<file path="src/rtl/ovl_cln_pkg.sv">
package ovl_cln_pkg;
  localparam int DIG_W = 4;
  localparam int CY_W  = 2;
  localparam int SUM_W = DIG_W + 1;

  typedef struct packed {
    logic             vld;
    logic             first;
    logic             u_c;
    logic [DIG_W-1:0] u_dig;
    logic [DIG_W-1:0] b;
  } s1_t;

  typedef struct packed {
    logic             vld;
    logic             first;
    logic             u_c;
    logic             h;
    logic [SUM_W-1:0] ps;
    logic [SUM_W-1:0] pc;
  } s2_t;

  typedef struct packed {
    logic             vld;
    logic [SUM_W-1:0] y;
    logic [1:0]       k;
    logic [CY_W-1:0]  cy;
  } s3_t;

  function automatic logic is_ovl(input logic [DIG_W-1:0] d);
    return d > 4'd9;
  endfunction
endpackage

</file>
<file path="src/rtl/ovl_s1_fix.sv">
module ovl_s1_fix
  import ovl_cln_pkg::*;
(
  input  logic             clk,
  input  logic             rst,
  input  logic             in_vld,
  input  logic             in_first,
  input  logic [DIG_W-1:0] a,
  input  logic [DIG_W-1:0] b,
  output s1_t              q
);
  logic             hi;
  logic [DIG_W-1:0] fixed;

  always_comb begin
    hi    = is_ovl(a);
    fixed = a + (hi ? 4'd6 : 4'd0);
  end

  always_ff @(posedge clk) begin
    if (rst) begin
      q <= '0;
    end else begin
      q.vld   <= in_vld;
      q.first <= in_first;
      q.u_c   <= hi;
      q.u_dig <= fixed;
      q.b     <= b;
    end
  end

  // folded first digit is always a decimal digit
  p_s1_digit_r4: assert property (@(posedge clk) disable iff (rst)
    q.vld |-> q.u_dig <= 4'd9);
endmodule

</file>
<file path="src/rtl/ovl_s2_csa.sv">
module ovl_s2_csa
  import ovl_cln_pkg::*;
(
  input  logic clk,
  input  logic rst,
  input  s1_t  d,
  output s2_t  q
);
  logic             h;
  logic [SUM_W-1:0] op0, op1, op2;
  logic [SUM_W-1:0] sv, cv;

  always_comb begin
    h   = is_ovl(d.b);
    op0 = {1'b0, d.u_dig};
    op1 = {1'b0, d.b};
    op2 = h ? SUM_W'(6) : '0;
  end

  for (genvar i = 0; i < SUM_W; i++) begin : g_csa
    assign sv[i] = op0[i] ^ op1[i] ^ op2[i];
    assign cv[i] = (op0[i] & op1[i]) | (op0[i] & op2[i]) | (op1[i] & op2[i]);
  end

  always_ff @(posedge clk) begin
    if (rst) begin
      q <= '0;
    end else begin
      q.vld   <= d.vld;
      q.first <= d.first;
      q.u_c   <= d.u_c;
      q.h     <= h;
      q.ps    <= sv;
      q.pc    <= {cv[SUM_W-2:0], 1'b0};
    end
  end
endmodule

</file>
<file path="src/rtl/ovl_s3_merge.sv">
module ovl_s3_merge
  import ovl_cln_pkg::*;
(
  input  logic clk,
  input  logic rst,
  input  s2_t  d,
  output s3_t  q
);
  logic [SUM_W-1:0] t;
  logic [CY_W-1:0]  cin;
  logic [SUM_W-1:0] y;
  logic [1:0]       k;
  logic [2:0]       cy_wide;

  always_comb begin
    t       = d.ps + d.pc;
    cin     = d.first ? '0 : q.cy;
    y       = {t[4] & ~d.h, t[3:0]} + {3'b000, cin};
    k       = (y >= 5'd20) ? 2'd2 : ((y >= 5'd10) ? 2'd1 : 2'd0);
    cy_wide = {2'b00, d.u_c} + {2'b00, d.h} + {1'b0, k};
  end

  always_ff @(posedge clk) begin
    if (rst) begin
      q <= '0;
    end else begin
      q.vld <= d.vld;
      if (d.vld) begin
        q.y  <= y;
        q.k  <= k;
        q.cy <= cy_wide[CY_W-1:0];
      end
    end
  end

  // a corrected second digit always lands on the 16 weight
  p_csa_flag_r3: assert property (@(posedge clk) disable iff (rst)
    (d.vld && d.h) |-> t[4]);
  // carry never exceeds two bits
  p_cy_fit_r5: assert property (@(posedge clk) disable iff (rst)
    d.vld |-> cy_wide <= 3'd3);
endmodule

</file>
<file path="src/rtl/ovl_s4_bcd.sv">
module ovl_s4_bcd
  import ovl_cln_pkg::*;
(
  input  logic             clk,
  input  logic             rst,
  input  s3_t              d,
  output logic             o_vld,
  output logic [DIG_W-1:0] o_bcd,
  output logic [CY_W-1:0]  o_cy
);
  logic [DIG_W-1:0] corr;

  always_comb begin
    unique case (d.k)
      2'd1:    corr = 4'd6;
      2'd2:    corr = 4'd12;
      default: corr = 4'd0;
    endcase
  end

  always_ff @(posedge clk) begin
    if (rst) begin
      o_vld <= 1'b0;
      o_bcd <= '0;
      o_cy  <= '0;
    end else begin
      o_vld <= d.vld;
      o_bcd <= d.y[DIG_W-1:0] + corr;
      o_cy  <= d.cy;
    end
  end

  // merged sum before correction stays within 21
  p_y_bound_r3: assert property (@(posedge clk) disable iff (rst)
    d.vld |-> d.y <= 5'd21);
  // every valid output digit is BCD
  p_bcd_range_r1: assert property (@(posedge clk) disable iff (rst)
    o_vld |-> o_bcd <= 4'd9);
endmodule

</file>
<file path="src/rtl/ovl_bcd_cleanup.sv">
module ovl_bcd_cleanup
  import ovl_cln_pkg::*;
(
  input  logic       clk,
  input  logic       rst,
  input  logic       in_vld,
  input  logic       in_first,
  input  logic [3:0] in_dig_a,
  input  logic [3:0] in_dig_b,
  output logic       out_vld,
  output logic [3:0] out_bcd,
  output logic [1:0] out_cy
);
  localparam int LAT   = 4;
  localparam int RUN_W = $clog2(LAT + 2);

  s1_t s1_q;
  s2_t s2_q;
  s3_t s3_q;

  ovl_s1_fix u_s1 (
    .clk(clk), .rst(rst), .in_vld(in_vld), .in_first(in_first),
    .a(in_dig_a), .b(in_dig_b), .q(s1_q)
  );

  ovl_s2_csa u_s2 (.clk(clk), .rst(rst), .d(s1_q), .q(s2_q));

  ovl_s3_merge u_s3 (.clk(clk), .rst(rst), .d(s2_q), .q(s3_q));

  ovl_s4_bcd u_s4 (
    .clk(clk), .rst(rst), .d(s3_q),
    .o_vld(out_vld), .o_bcd(out_bcd), .o_cy(out_cy)
  );

  logic [RUN_W-1:0] run_cnt;
  always_ff @(posedge clk) begin
    if (rst) run_cnt <= '0;
    else if (run_cnt != RUN_W'(LAT + 1)) run_cnt <= run_cnt + 1'b1;
  end

  // valid emerges exactly four cycles after entry
  p_latency_r2: assert property (@(posedge clk) disable iff (rst)
    (run_cnt == RUN_W'(LAT + 1)) |-> (out_vld == $past(in_vld, 4)));
endmodule

</file>
<file path="config.mk">
export PLATFORM = sky130hd
export DESIGN_NAME = ovl_bcd_cleanup
export DESIGN_NICKNAME = d
export VERILOG_FILES = /design/src/rtl/ovl_cln_pkg.sv /design/src/rtl/ovl_s1_fix.sv /design/src/rtl/ovl_s2_csa.sv /design/src/rtl/ovl_s3_merge.sv /design/src/rtl/ovl_s4_bcd.sv /design/src/rtl/ovl_bcd_cleanup.sv
export SDC_FILE = /design/constraint.sdc
export NUM_CORES = 1
export LEC_CHECK = 0
export BUFFER_PORTS_ARGS = -buffer_cell sky130_fd_sc_hd__buf_4
export CAP_MARGIN = 30
export CORE_ASPECT_RATIO = 0.6
export CORE_MARGIN = 1.5
export CORE_UTILIZATION = 56
export DETAILED_ROUTE_END_ITERATION = 7
export MAX_ROUTING_LAYER = met4
export PLACE_DENSITY = 0.77
export SLEW_MARGIN = 30
export SYNTH_ARGS = -nofsm -noshare
export SYNTH_HDL_FRONTEND = slang
export SYNTH_SLANG_ARGS = --single-unit
export TNS_END_PERCENT = 10
</file>
<file path="constraint.sdc">
create_clock -name clk -period 4 [get_ports clk]
set_clock_uncertainty 0.2 [all_clocks]
set_input_delay 0.2 -clock clk [delete_from_list [all_inputs] [get_ports clk]]
set_output_delay 0.2 -clock clk [all_outputs]
set_load 0.1 [all_outputs]
</file>
==> impl_summary.md <==
Outcome
The run finished with clean final reports.

STA
The setup violation total in the final timing report is 0. Headroom to the max-slew limit came out at 74.25%. The measured slew at the worst slew-check pin is 0.3862 ns. The worst path uses 77.07% of the clock period.

Setup repair after global routing left no endpoint under its margin. The worst hold slack is 0.09349 ns. The final hold violation count was 0. Subtracting the final worst setup slack from the clock period gives 3.083 ns.

The maximum clock frequency is 0.3244 GHz. The final-report max-slew violation count is 0. The total negative slack is 0 ns.

Clock network
The clock latency on the worst-skew pair is 0.29 ns. The clock net in this run drives a total of 39 sinks. The clock buffer count from CTS is 5. In this run the number of H-tree levels came out at 2. No sink is reached through more buffers than the 2 on the longest clock path.

The post-CTS repair timing setup buffer count is 0. TritonCTS built the clock tree. The root buffer selected by CTS is sky130_fd_sc_hd__clkbuf_8. After clock tree synthesis, the repair step resized 0 gates. Clock-pin slew was measured on the worst setup and hold paths at 0.07 ns.

Logic synthesis
After synthesis the cells add up to 0.001597 sq mm. The most used flip-flop cell after synthesis is sky130_fd_sc_hd__dfxtp_1. The number of synthesis warnings is 0. After synthesis the netlist holds a flip-flop and latch count of 39.

sky130_fd_sc_hd__dfxtp_1 takes more of the synthesized area than any other cell. The share of the Yosys chip area taken by registers is 48.90%. The total nets after synthesis is 175. The share of the synthesized area in the top cell type is 48.90%.

The gate count of the mapped netlist is 144. Ranked by instance count, the synthesized netlist is headed by sky130_fd_sc_hd__dfxtp_1 (39), sky130_fd_sc_hd__nor2b_1 (31), sky130_fd_sc_hd__ha_1 (12), sky130_fd_sc_hd__nor2_1 (10), sky130_fd_sc_hd__fa_1 (7). The distinct cell type count of the synthesized netlist is 26. The average footprint of a synthesized cell is 11.09 sq um. Ranked by total cell area, the synthesized netlist is headed by sky130_fd_sc_hd__dfxtp_1 (49%), sky130_fd_sc_hd__nor2b_1 (12%), sky130_fd_sc_hd__ha_1 (9.4%).

Yosys mapped a number of flops with a built-in enable equal to 0. The most frequently used cell type in the post-synthesis netlist is sky130_fd_sc_hd__dfxtp_1. For this run, asynchronously set or reset flops after synthesis account for 0%.

Floorplan
The die covers 0.003191 sq mm. The standard cell core area is 0.002610 sq mm. Measured along the y axis, the die boundary spans 44.36 microns. The die width is 71.93 microns. 19 I/O pins were placed. The initial utilization of the core area, before any placement, comes to 61.17%. The floorplan has 14 rows.

Power
The leakage power figure is 0.8886 nW. Internal power comes to 0.5705 mW. The switching power total is 0.1945 mW.

Across the VDD grid, the largest voltage drop is 0.0002927 V. The sequential fraction of design power is 54.6%. The total power divided by cell area is 399.1 mW/mm^2. The relative contribution of the clock network to total power is 32.7%.

The combinational share of power is 12.7%. Net switching is 25.43% of the power.

Drt
The first detailed-routing pass took 4 iterations. The detail-routed via count per cell is 4.951. The average wire length per cell after detail routing is 12.45 microns. The detailed router put a total of 1382 microns of wire on met1. Once detail routing completed, the nets flagged for antenna violations numbered 0. Across all layers, the routed design uses 1,015 vias. The routed design has 2552 microns of wire. The topmost layer with routed signal wires is met4. The met2 routed wirelength is 1053 microns.

Summed over all nets, wire length on met3 after detailed routing comes to 95 microns. In this run, the number of DRC markers left after iteration 0 of detailed routing was 35. The number of design rule violations left after detail routing is 0.

GRT
The total overflow reported by the global router is 0. The global-route wire length before repair is 4209 microns. Across every metal layer, demand over resource in global routing totals 19.16%. Entering global routing, the biggest net connects 41 pins. The initial antenna violation count came to 0. The via count of the first global-routing pass came to 954.

Setup path
The worst setup path is launched from a flop. The capture point of the worst reg-to-reg path is u_s3.q[1]$_SDFFE_PP0P_. The arrival time at the worst endpoint is 3.11 ns. STA classifies the critical path endpoint as a flop. The worst register-to-register path has a setup slack of 0.92 ns. The cell count of the worst reg-to-reg path is 10. The largest fanout of any net on the critical path is 3. In this run the critical register-to-register path is launched from u_s2.q[1]$_SDFF_PP0_. The kind of critical path is reg -> reg. For the worst setup path, the data required time is 4.03 ns.

Final layout
At the end of the flow the core is filled with cells to 73.44%. From synthesis to final layout, the design area changed by 20.06%. The repair_antennas step left the layout with diodes totalling 0. The layout has 189 filler cells. The ratio of cells with drive above 1 in the final layout is 17.34%. The final layout contains 203 nets.

Worst hold path
In this run the most critical hold path is launched from in_dig_a[1]. The worst hold path terminates at u_s1.q[5]$_SDFF_PP0_. The number of cells traversed by the worst hold path is 3.

The kind of path behind the tightest hold check is in -> reg.

Placed design
The count of input and output buffers is 18. The final RePlAce weighted congestion is 0.7769. Once detailed placement completed, the half-perimeter wirelength came to 1792 microns.

Job
Max-cap violations in this run came to 0.
==> cells by family (layout without fill, tap and decap cells) <==
family                   Yosys count  count (layout)  share of synthesized area [%]
adder cells (fa/ha/maj)           19              19                          18.18
AO/OA/AOI/OAI                     14              14                          6.113
XOR/XNOR                           6               6                          3.292
flip-flops                        39              39                          48.90
AND/OR/NAND/NOR                   52              52                          17.95
multiplexers                       5               5                          3.448
buffers and inverters              9              38                          2.115
==> power by group through the flow <==
stage	clock, mW	combinational (mW)	sequential (mW)
finish	0.250	0.0969	0.418
floorplan	0	0.0541	0.437
global route	0.271	0.107	0.420
CTS	0.254	0.0969	0.418
detailed placement	0	0.0900	0.427
global placement	0	0.0873	0.426
==> worst max-delay path, cell delays in order, from the launching register on <==
cell and delay, ns:
sky130_fd_sc_hd__dfxtp_1 0.32, sky130_fd_sc_hd__ha_1 0.21, sky130_fd_sc_hd__fa_1 0.37, sky130_fd_sc_hd__xor2_1 0.26, sky130_fd_sc_hd__nand3_2 0.11, sky130_fd_sc_hd__xor2_1 0.33, sky130_fd_sc_hd__mux2_4 0.35, sky130_fd_sc_hd__fa_1 0.39
sky130_fd_sc_hd__nor4_1 0.30, sky130_fd_sc_hd__mux2i_1 0.12, sky130_fd_sc_hd__nand2_1 0.08
==> registers in the layout, indices dropped and copies added, names as in the netlist <==
name        flops
u_s2.q         12
u_s3.q          9
u_s4.o_bcd      4
u_s1.q         11
u_s4.o_vld      1
u_s4.o_cy       2
==> worst max-delay path by stage <==
stage                               startpoint                     end  slack [ns]
final                     u_s2.q[1]$_SDFF_PP0_  u_s3.q[1]$_SDFFE_PP0P_        0.92
after global routing      u_s2.q[1]$_SDFF_PP0_  u_s3.q[1]$_SDFFE_PP0P_        0.69
after CTS                 u_s2.q[1]$_SDFF_PP0_  u_s3.q[1]$_SDFFE_PP0P_        0.92
after detailed placement  u_s2.q[1]$_SDFF_PP0_  u_s3.q[1]$_SDFFE_PP0P_         1.0
after global placement    u_s2.q[1]$_SDFF_PP0_  u_s3.q[1]$_SDFFE_PP0P_        1.12
after floorplan           u_s2.q[1]$_SDFF_PP0_  u_s3.q[1]$_SDFFE_PP0P_        1.18
==> cell type report <==
type	instances	area, sq um	share of cell area (%)
multi-input cells	96	782.0	40.80
flip-flops and latches	39	780.7	40.73
clock inverters	3	15.01	0.7833
inverters	4	15.01	0.7833
well taps	32	40.04	2.089
repair buffers	26	215.2	11.23
clock buffers	5	68.82	3.590
==> placed cells by master, fill, tap and decap left out <==
master	instances
sky130_fd_sc_hd__a21o_1	2
sky130_fd_sc_hd__a31oi_1	1
sky130_fd_sc_hd__a22oi_1	1
sky130_fd_sc_hd__buf_4	18
sky130_fd_sc_hd__clkbuf_8	5
sky130_fd_sc_hd__clkinv_2	3
sky130_fd_sc_hd__xnor2_1	2
sky130_fd_sc_hd__mux2i_1	4
sky130_fd_sc_hd__nor2b_1	31
sky130_fd_sc_hd__nand2_1	5
sky130_fd_sc_hd__o211a_1	1
sky130_fd_sc_hd__inv_2	1
sky130_fd_sc_hd__inv_1	3
sky130_fd_sc_hd__mux2_4	1
sky130_fd_sc_hd__ha_1	12
sky130_fd_sc_hd__a211oi_1	1
sky130_fd_sc_hd__nand3_1	3
sky130_fd_sc_hd__a21oi_1	4
sky130_fd_sc_hd__dlygate4sd3_1	8
sky130_fd_sc_hd__dfxtp_1	39
sky130_fd_sc_hd__nor3_1	1
sky130_fd_sc_hd__nor2_1	10
sky130_fd_sc_hd__a21oi_2	1
sky130_fd_sc_hd__xor2_1	4
sky130_fd_sc_hd__nand3_2	1
sky130_fd_sc_hd__fa_1	7
sky130_fd_sc_hd__o21a_1	3
sky130_fd_sc_hd__nor4_1	1
==> per-stage QoR <==
stage               std cells  power, mW  setup slack, ns  instance area [sq um]
finish                    205     0.7650           0.9171                   1917
global route              205     0.7980           0.6909                   1917
CTS                       205     0.7694           0.9248                   1917
detailed placement        189     0.5170           0.9964                   1753
global placement          189     0.5136            1.119                   1753
floorplan                 144     0.4913            1.178                   1597
==> routing by layer <==
layer | track usage (%) | vias up
li1 | - | 521
met1 | 25.76 | 474
met2 | 25.74 | 16
met3 | 8.884 | 4
met4 | 5.660 | 0
met5 | - | -
==> repair_timing <==
item | 4_1_cts | 5_1_grt
setup endpoints to repair | 0 | 0
endpoints found under the hold margin | 8 | 0
hold buffers | 8 | 0
No activity file was read; power rests on OpenSTA's default activity.
